[src/rtl/ss_cal_pkg.sv]
`timescale 1ns/1ps
package ss_cal_pkg;

  // Number of tuning writes in one calibration pass
  localparam int NUM_STEPS = 3;
  localparam int STEP_W    = $clog2(NUM_STEPS);

  // Internal register addresses, in issue order
  localparam logic [15:0] LOS_ADDR   = 16'h0015;
  localparam logic [15:0] BOOST_ADDR = 16'h0012;
  localparam logic [15:0] RXDET_ADDR = 16'h1010;

  // Loss-of-signal word: bias[15:13]=5, override enable[10], level[4:0]=9
  localparam logic [15:0] LOS_WORD   = (16'd5 << 13) | (16'd1 << 10) | 16'd9;
  // Transmit boost word: level[15:13]=5
  localparam logic [15:0] BOOST_WORD = (16'd5 << 13);

  // Receiver-detect measurement-time field position
  localparam int MEAS_LSB = 4;

  typedef enum logic [1:0] {
    ST_IDLE = 2'd0,
    ST_REQ  = 2'd1,
    ST_WAIT = 2'd2
  } seq_state_e;

endpackage

[src/rtl/cal_word_sel.sv]
`timescale 1ns/1ps
module cal_word_sel
  import ss_cal_pkg::*;
#(
  parameter int ADDR_W = 16,
  parameter int DATA_W = 16,
  parameter int CODE_W = 3
) (
  input  logic [STEP_W-1:0] step_i,
  input  logic [CODE_W-1:0] code_i,
  output logic [ADDR_W-1:0] addr_o,
  output logic [DATA_W-1:0] data_o
);

  logic [7:0]  meas_time;
  logic [15:0] meas_word;

  // Measurement time chosen from the reference-clock code
  always_comb begin
    if (code_i == CODE_W'(7))
      meas_time = 8'h20;
    else if (code_i == CODE_W'(3) || code_i == CODE_W'(4))
      meas_time = 8'h04;
    else
      meas_time = 8'h08;
    meas_word = {8'd0, meas_time} << MEAS_LSB;
  end

  always_comb begin
    case (step_i)
      STEP_W'(0): begin
        addr_o = ADDR_W'(LOS_ADDR);
        data_o = DATA_W'(LOS_WORD);
      end
      STEP_W'(1): begin
        addr_o = ADDR_W'(BOOST_ADDR);
        data_o = DATA_W'(BOOST_WORD);
      end
      default: begin
        addr_o = ADDR_W'(RXDET_ADDR);
        data_o = DATA_W'(meas_word);
      end
    endcase
  end

endmodule

[src/rtl/cal_step_ctrl.sv]
`timescale 1ns/1ps
module cal_step_ctrl
  import ss_cal_pkg::*;
#(
  parameter int ADDR_W = 16,
  parameter int DATA_W = 16,
  parameter int CODE_W = 3
) (
  input  logic              clk,
  input  logic              rst,
  input  logic              start_i,
  input  logic [CODE_W-1:0] code_i,
  input  logic              rsp_done_i,
  input  logic              rsp_err_i,
  output logic [STEP_W-1:0] sel_step_o,
  output logic [CODE_W-1:0] sel_code_o,
  input  logic [ADDR_W-1:0] word_addr_i,
  input  logic [DATA_W-1:0] word_data_i,
  output logic              busy_o,
  output logic              done_o,
  output logic              err_o,
  output logic              req_o,
  output logic [ADDR_W-1:0] addr_o,
  output logic [DATA_W-1:0] data_o
);

  localparam logic [STEP_W-1:0] LAST_STEP = STEP_W'(NUM_STEPS - 1);

  seq_state_e        st_q;
  logic [STEP_W-1:0] step_q;
  logic [CODE_W-1:0] code_q;

  // Look up the word for the write that will be issued next
  always_comb begin
    if (st_q == ST_IDLE) begin
      sel_step_o = '0;
      sel_code_o = code_i;
    end else begin
      sel_step_o = STEP_W'(step_q + 1'b1);
      sel_code_o = code_q;
    end
  end

  always_ff @(posedge clk) begin
    if (rst) begin
      st_q   <= ST_IDLE;
      step_q <= '0;
      code_q <= '0;
      busy_o <= 1'b0;
      done_o <= 1'b0;
      err_o  <= 1'b0;
      req_o  <= 1'b0;
      addr_o <= '0;
      data_o <= '0;
    end else begin
      done_o <= 1'b0;
      err_o  <= 1'b0;
      req_o  <= 1'b0;
      case (st_q)
        ST_IDLE: begin
          if (start_i) begin
            code_q <= code_i;
            step_q <= '0;
            addr_o <= word_addr_i;
            data_o <= word_data_i;
            req_o  <= 1'b1;
            busy_o <= 1'b1;
            st_q   <= ST_REQ;
          end
        end
        ST_REQ: begin
          st_q <= ST_WAIT;
        end
        ST_WAIT: begin
          if (rsp_err_i) begin
            err_o  <= 1'b1;
            busy_o <= 1'b0;
            st_q   <= ST_IDLE;
          end else if (rsp_done_i) begin
            if (step_q == LAST_STEP) begin
              done_o <= 1'b1;
              busy_o <= 1'b0;
              st_q   <= ST_IDLE;
            end else begin
              step_q <= STEP_W'(step_q + 1'b1);
              addr_o <= word_addr_i;
              data_o <= word_data_i;
              req_o  <= 1'b1;
              st_q   <= ST_REQ;
            end
          end
        end
        default: begin
          st_q   <= ST_IDLE;
          busy_o <= 1'b0;
        end
      endcase
    end
  end

endmodule

[src/rtl/ss_cal_seq.sv]
`timescale 1ns/1ps
module ss_cal_seq
  import ss_cal_pkg::*;
#(
  parameter int ADDR_W = 16,
  parameter int DATA_W = 16,
  parameter int CODE_W = 3
) (
  input  logic              clk,
  input  logic              rst,
  input  logic              start_i,
  input  logic [CODE_W-1:0] clk_code_i,
  output logic              busy_o,
  output logic              done_o,
  output logic              err_o,
  output logic              cr_req_o,
  output logic [ADDR_W-1:0] cr_addr_o,
  output logic [DATA_W-1:0] cr_data_o,
  input  logic              cr_done_i,
  input  logic              cr_err_i
);

  logic [STEP_W-1:0] sel_step;
  logic [CODE_W-1:0] sel_code;
  logic [ADDR_W-1:0] word_addr;
  logic [DATA_W-1:0] word_data;

  cal_word_sel #(
    .ADDR_W(ADDR_W),
    .DATA_W(DATA_W),
    .CODE_W(CODE_W)
  ) u_word (
    .step_i (sel_step),
    .code_i (sel_code),
    .addr_o (word_addr),
    .data_o (word_data)
  );

  cal_step_ctrl #(
    .ADDR_W(ADDR_W),
    .DATA_W(DATA_W),
    .CODE_W(CODE_W)
  ) u_ctrl (
    .clk         (clk),
    .rst         (rst),
    .start_i     (start_i),
    .code_i      (clk_code_i),
    .rsp_done_i  (cr_done_i),
    .rsp_err_i   (cr_err_i),
    .sel_step_o  (sel_step),
    .sel_code_o  (sel_code),
    .word_addr_i (word_addr),
    .word_data_i (word_data),
    .busy_o      (busy_o),
    .done_o      (done_o),
    .err_o       (err_o),
    .req_o       (cr_req_o),
    .addr_o      (cr_addr_o),
    .data_o      (cr_data_o)
  );

endmodule

[config.mk]
export PLATFORM = sky130hd
export DESIGN_NAME = ss_cal_seq
export DESIGN_NICKNAME = d
export VERILOG_FILES = /design/src/rtl/ss_cal_pkg.sv /design/src/rtl/cal_word_sel.sv /design/src/rtl/cal_step_ctrl.sv /design/src/rtl/ss_cal_seq.sv
export SDC_FILE = /design/constraint.sdc
export NUM_CORES = 1
export LEC_CHECK = 0
export ABC_AREA = 1
export CORE_ASPECT_RATIO = 1.5
export CORE_MARGIN = 3
export CORE_UTILIZATION = 45
export CTS_BUF_LIST = sky130_fd_sc_hd__clkbuf_4
export DETAILED_ROUTE_END_ITERATION = 10
export PLACE_DENSITY = 0.87
export SLEW_MARGIN = 40
export SYNTH_ARGS = -nofsm -noshare
export SYNTH_HDL_FRONTEND = slang
export SYNTH_SLANG_ARGS = --single-unit
export TNS_END_PERCENT = 10
[constraint.sdc]
create_clock -name clk -period 2.4 [get_ports clk]
set_input_delay 0.48 -clock clk [delete_from_list [all_inputs] [get_ports clk]]
set_output_delay 0.48 -clock clk [all_outputs]
set_load 0.01 [all_outputs]
==> impl_metrics.csv, run 1 <==
group,metric,value,unit
timing,setup_viol_count_final,0,
drt,drc,0,
cts,clockRootBuffer,"clkbuf_4",
worst_setup_path,cp_top_family,"buffers and inverters",
drt,drtPass1Iterations,4,
timing,finalHoldViolCount,0,
worst_setup_path,crit_buf_inv,1,
cts,clkTransAtPathRegs,0.11,ns
worst_setup_path,cp-start-kind,"flop",
logic_synthesis,synth.avg_cell_area,7.216,um^2
cts,cts_hold_buffers,0,
drt,ant_nets,0,
worst_setup_path,path_class,"reg2out",
layout,final_util,57.26,%
timing,rsz0062_at_grt,"false",
logic_synthesis,synth_top_family_by_area,"buffers and inverters",
worst_setup_path,crit_arrival,1.30,ns
timing,layout_min_cycle_time,1.784,ns
cts,postCtsSetupRepairBufs,0,
grt,grt_pass1_vias,842,
layout,final_cells,185,
grt,grt-ovfl-total,0,
worst_setup_path,cp_slowest_cell,"clkdlybuf4s50_1",
floorplanning,die_x,44.97,um
logic_synthesis,synth.yosys.warnings,0,
worst_setup_path,worstPathCellList,"clkdlybuf4s50_1",
floorplanning,rows,20,
layout,nFillCells,205,
timing,fin_ws,0.6162,ns
logic_synthesis,synthXorXnorAreaFrac,0,%
grt,grt_max_degree,12,
layout,multi_input_area,460.4,um^2
worst_setup_path,cp-end-kind,"output port",
placement,dpl_cell_area,1176,um^2
logic_synthesis,yosysTopAreaCellShare,37.12,%
timing,fin_skew,0.008857,ns
worst_setup_path,cp_max_fo,6,
logic_synthesis,synthCells,142,
logic_synthesis,yosys.area_share.adder,2.442,%
logic_synthesis,synth_mux_area_share,0,%
timing,finalMaxSlewViolations,0,
logic_synthesis,synth.area.top_cells,"dfxtp_1, buf_4, nand2_1",
pwr,peakVddDrop,0.0004257,V
logic_synthesis,synth.cell_area,1025,um^2
placement,place_inst,181,
grt,grt_first_pass_wirelength,3415,um
cts,cts_sinks,19,
worst_setup_path,cp_slowest_stage_delay,0.57,ns
cts,cts_resized,0,
cts,htree_levels,1,
grt,grt_usage,15.13,%
cts,cts_buffers,3,
cts,cts_tree,"done",
layout,drive_gt1_share,6.135,%
grt,antenna_found_initial,0,
drt,drt_iter0_drc,10,
drt,drt-vias-per-instance,4.762,
placement,dp_hpwl,1658,um
pwr,power_density,563.7,nW/um^2
timing,max_freq,560.6,MHz
placement,finalWeightedCongestion,0.8276,
outcome,status,"complete, no violations",
cts,clock_latency,0.31,ns
logic_synthesis,yosys.area.top_type,"dfxtp_1",
cts,clock_path_buffers,2,
pwr,leakagePower,0.5545,nW
logic_synthesis,synth_cell_types,18,
placement,portBuffers,24,
drt,drt-total-wl,2028,um
logic_synthesis,ys_seq_elements,19,
timing,tns,0,ns
logic_synthesis,ys_seq_area_share,37.12,%
floorplanning,dieArea,2898,um^2
timing,post-route-period-util,74.32,%
layout,postLayoutCellArea,1204,um^2
run,maxCapViolCount,0,
floorplanning,io_pins,44,
drt,vias,881,
logic_synthesis,post_synth_and_or_nand_nor_area_fraction,22.95,%
layout,num-nets-final,174,
floorplanning,die_h,64.45,um
floorplanning,core_area,2102,um^2
layout,num_antenna_cells,0,
logic_synthesis,synth-compound-area-share,12.58,%
layout,seq_area,380.4,um^2
layout,area_delta_synth_final,17.46,%
floorplanning,initial_core_util,48.75,%
placement,dpl_worst_slack,0.5080,ns
drt,wire_per_inst,10.96,um
worst_setup_path,crit_required,1.92,ns
min_path,min_path_type,"reg2reg",
where the power goes:
part           total [mW]  internal (mW)  switching (mW)  leakage (nW)
sequential          0.350          0.336          0.0150         0.156
clock               0.163         0.0623           0.100        0.0177
combinational       0.166         0.0706          0.0949         0.381
total               0.679          0.468           0.210         0.555
worst reg2reg max path: stages (launching register included):
cell     delay (ns)
dfxtp_1        0.37
inv_1          0.08
ha_1           0.29
or2_4          0.27
nor2_4         0.12
nand4_1        0.11
a21oi_1        0.14
routing by layer:
| layer | GRT usage (%) | wire length [um] | up-vias |
|---|---|---|---|
| met2 | 26.06 | 1118 | 28 |
| met1 | 16.87 | 749 | 400 |
| li1 | - | - | 447 |
| met3 | 3.333 | 123 | 6 |
| met4 | 6.960 | 37 | 0 |
| met5 | 0 | 0 | - |
final timing paths:
check / cells past startpoint / slack, ns / endpoint / from
setup / recovery: 1 / 0.62 / cr_data_o[10] / u_ctrl.data_o[10]
hold / removal: 2 / 0.48 / u_ctrl.data_o[9] / u_ctrl.data_o[9]
setup reg to reg: 6 / 0.94 / u_ctrl.data_o[9] / u_ctrl.step_q[0]
hold reg to reg: 2 / 0.48 / u_ctrl.data_o[9] / u_ctrl.data_o[9]
cells in the mapped netlist, drive strengths merged:
master and instances:
o41ai 1, buf 24, nand2 26, or2 1
inv 18, nor2 15, clkbuf 1, a21oi 10
nand3 8, dfxtp 19, o21ai 14, conb 1
ha 2, nand4 2
layout by cell type, fill, tap and decap left out, drive strengths merged:
cell type      count
dfxtp             19
clkbuf             3
o21ai             14
nand3              8
or2                1
nand4              2
conb              19
a21oi             10
inv               18
nand2             26
nor2              15
clkdlybuf4s50     24
clkinv             1
o41ai              1
ha                 2
cells by family (layout without fill, tap and decap cells):
logic type / count (synthesis) / after routing
other cells: 1 / 19
flops: 19 / 19
fa+ha+maj: 2 / 2
compound gates: 25 / 25
simple gates: 52 / 52
buf+inv: 43 / 46
sequential cells by signal, indices dropped and copies added (netlist names):
signal	count
u_ctrl.addr_o	3
u_ctrl.req_o	1
u_ctrl.code_q	3
u_ctrl.step_q	2
u_ctrl.err_o	1
u_ctrl.done_o	1
u_ctrl.st_q	2
u_ctrl.busy_o	1
u_ctrl.data_o	5
final cells by class:
cell class,count,share of cell area (%)
multi-input cells,98,38.25
flip-flops and latches,19,31.60
inverters,18,5.613
clock buffers,3,1.871
well taps,22,2.287
clock inverters,1,0.4158
repair buffers,24,19.96
through the flow:
stage | hold slack (ns) | power, mW
after global placement | 0.4486 | 0.5173
after global routing | 0.4949 | 0.7161
after CTS | 0.4818 | 0.6785
after detailed placement | 0.4631 | 0.5222
after floorplan | 0.4300 | 0.4872
final | 0.4774 | 0.6785
Power figures use the tool's default switching activity.
==> inputs of run 2 (changes only) <==
CORE_UTILIZATION = 39   (was 45)
PLACE_DENSITY = 0.81   (was 0.87)
clock period = 1.5 ns   (was 2.4 ns; I/O delays follow)
==> run 2 against run 1 <==
Compared with the run above:
- setup slack worse by 0.55 ns
- sequential power is 60% higher
- sequential share of layout area is 1.2 points lower
- total power is 59% higher
- die area is 14% higher
- via count is 2.4% higher
- highest routed layer unchanged
- hold slack worse by 0.018 ns
==> impl_metrics.csv, run 2 (synthesis gave the netlist of run 1 again) <==
group,metric,value,unit
outcome,status,"complete, no violations",
layout,largest_reg_flops,5,
worst_setup_path,cp_slowest_stage_delay,0.52,ns
timing,layout_min_cycle_time,1.437,ns
min_path,min_path_type,"reg2reg",
placement,finalWeightedCongestion,0.8408,
cts,cts_buffers,3,
run,maxCapViolCount,0,
layout,final_common_cell,"nand2_1",
timing,tns,0,ns
drt,ant_nets,0,
drt,drt-total-wl,2122,um
worst_setup_path,rrSetupSlack,0.11,ns
worst_setup_path,worstRegToRegCells,7,
worst_setup_path,cp_top_family,"buffers and inverters",
grt,grt_first_pass_wirelength,3298,um
timing,fin_skew,0.002630,ns
min_path,whs_endpoint,"u_ctrl.code_q[2]",
worst_setup_path,path_class,"reg2out",
floorplanning,initial_core_util,41.36,%
worst_setup_path,critPathLaunch,"u_ctrl.done_o",
drt,wire_per_inst,11.05,um
cts,clkTransAtPathRegs,0.10,ns
grt,grt_pass1_vias,821,
layout,reg_top3,"u_ctrl.data_o (5), u_ctrl.addr_o (3), u_ctrl.code_q (3)",
cts,clock_path_buffers,2,
placement,place_inst,188,
floorplanning,dieArea,3291,um^2
timing,setup_viol_count_final,0,
pwr,peakVddDrop,0.0004499,V
min_path,hold_depth,2,
layout,regMostFlops,"u_ctrl.data_o",
worst_setup_path,cp-end-kind,"output port",
drt,drt-vias-per-instance,4.698,
layout,layout_common_cells,"nand2_1, conb_1, inv_1, dfxtp_1, o21ai_0",
cts,htree_levels,1,
floorplanning,die_x,47.86,um
timing,finalHoldViolCount,0,
timing,rsz0062_at_grt,"true",
cts,cts_sinks,19,
worst_setup_path,cp-start-kind,"flop",
worst_setup_path,cp_slowest_cell,"clkdlybuf4s50_1",
timing,post-route-period-util,95.78,%
grt,grt_max_degree,12,
pwr,power_density,856.4,nW/um^2
timing,max_freq,696.1,MHz
cts,clockRootBuffer,"clkbuf_4",
floorplanning,die_h,68.78,um
grt,grt-ovfl-total,0,
layout,num_antenna_cells,0,
cts,clock_latency,0.29,ns
drt,drt_iter0_drc,25,
floorplanning,io_pins,44,
layout,area_delta_synth_final,23.08,%
worst_setup_path,cp_max_fo,1,
grt,grt_usage,13.85,%
worst_setup_path,crit_arrival,1.14,ns
pwr,leakagePower,0.7315,nW
timing,finalMaxSlewViolations,0,
placement,dp_hpwl,1691,um
worst_setup_path,crit_required,1.20,ns
layout,num-nets-final,179,
layout,final_cells,192,
drt,vias,902,
drt,drc,0,
floorplanning,rows,22,
placement,portBuffers,24,
floorplanning,core_area,2477,um^2
worst_setup_path,crit_buf_inv,1,
worst_setup_path,worstPathCellList,"clkdlybuf4s50_1",
cts,cts_tree,"done",
layout,nFillCells,240,
layout,seq_area,382.9,um^2
grt,antenna_found_initial,0,
layout,drive_gt1_share,10.71,%
min_path,hp-start,"u_ctrl.code_q[2]",
timing,whs,0.4596,ns
layout,multi_input_area,462.9,um^2
worst_setup_path,r2r_end,"u_ctrl.data_o[13]",
drt,drtPass1Iterations,4,
worst_setup_path,regToRegStartpoint,"u_ctrl.step_q[0]",
==> run 2: cell count changes in the layout (fill, tap and decap cells not counted), sizes merged <==
cell,delta
buf,+5
clkdlybuf4s50,-14
dlymetal6s2s,+8
dlygate4sd2,+6
==> run 2: routing by layer <==
layer | track usage, % | vias to the layer above | routed length (um)
li1 | - | 460 | -
met1 | 15.76 | 400 | 833
met2 | 24.01 | 38 | 1128
met3 | 2.338 | 4 | 128
met4 | 6.397 | 0 | 32
met5 | 0 | - | 0
==> run 2: worst max-delay path by stage <==
stage / cells past startpoint / endpoint / slack [ns]
6_report: 1 / done_o / 0.06
5_1_grt: 6 / u_ctrl.data_o[6] / -0.01
4_1_cts: 1 / cr_data_o[6] / 0.0005
3_5_place_dp: 8 / u_ctrl.step_q[1] / -0.14
3_3_place_gp: 8 / u_ctrl.addr_o[12] / -0.08
2_1_floorplan: 7 / u_ctrl.data_o[13] / 0.21
==> run 2: per-stage QoR <==
| step | cell area, um^2 | utilization, % | total power, mW | setup WS, ns |
|---|---|---|---|---|
| after global placement | 1216 | 49.09 | 0.8402 | -0.07922 |
| after floorplan | 1092 | - | 0.7795 | 0.2119 |
| after detailed placement | 1216 | 49.09 | 0.8502 | -0.1377 |
| final | 1261 | 50.91 | 1.080 | 0.06336 |
| after CTS | 1237 | 49.95 | 1.083 | 0.0005160 |
| after global routing | 1261 | 50.91 | 1.153 | -0.01093 |
==> run 2: report_power, final <==
group,switching (mW),leakage [nW],internal [mW]
clock,0.152,0.0177,0.0993
sequential,0.0228,0.157,0.538
combinational,0.158,0.557,0.110
total,0.333,0.732,0.747
==> run 2: cell type report <==
type | instances | area share (%)
Clock inverter | 1 | 0.3968
Inverter | 18 | 5.357
Tap cell | 24 | 2.381
Multi-Input combinational cell | 98 | 36.71
Clock buffer | 3 | 1.786
Timing Repair Buffer | 29 | 23.02
Sequential cell | 19 | 30.36
==> run 2: what timing repair did <==
action                                 in CTS  in global routing
endpoints found under the hold margin       0                  0
setup endpoints to repair                   6                 14
gates cloned                                0                  0
buffers inserted                            0                  0
hold buffers                                0                  0
resized for setup                           7                 10
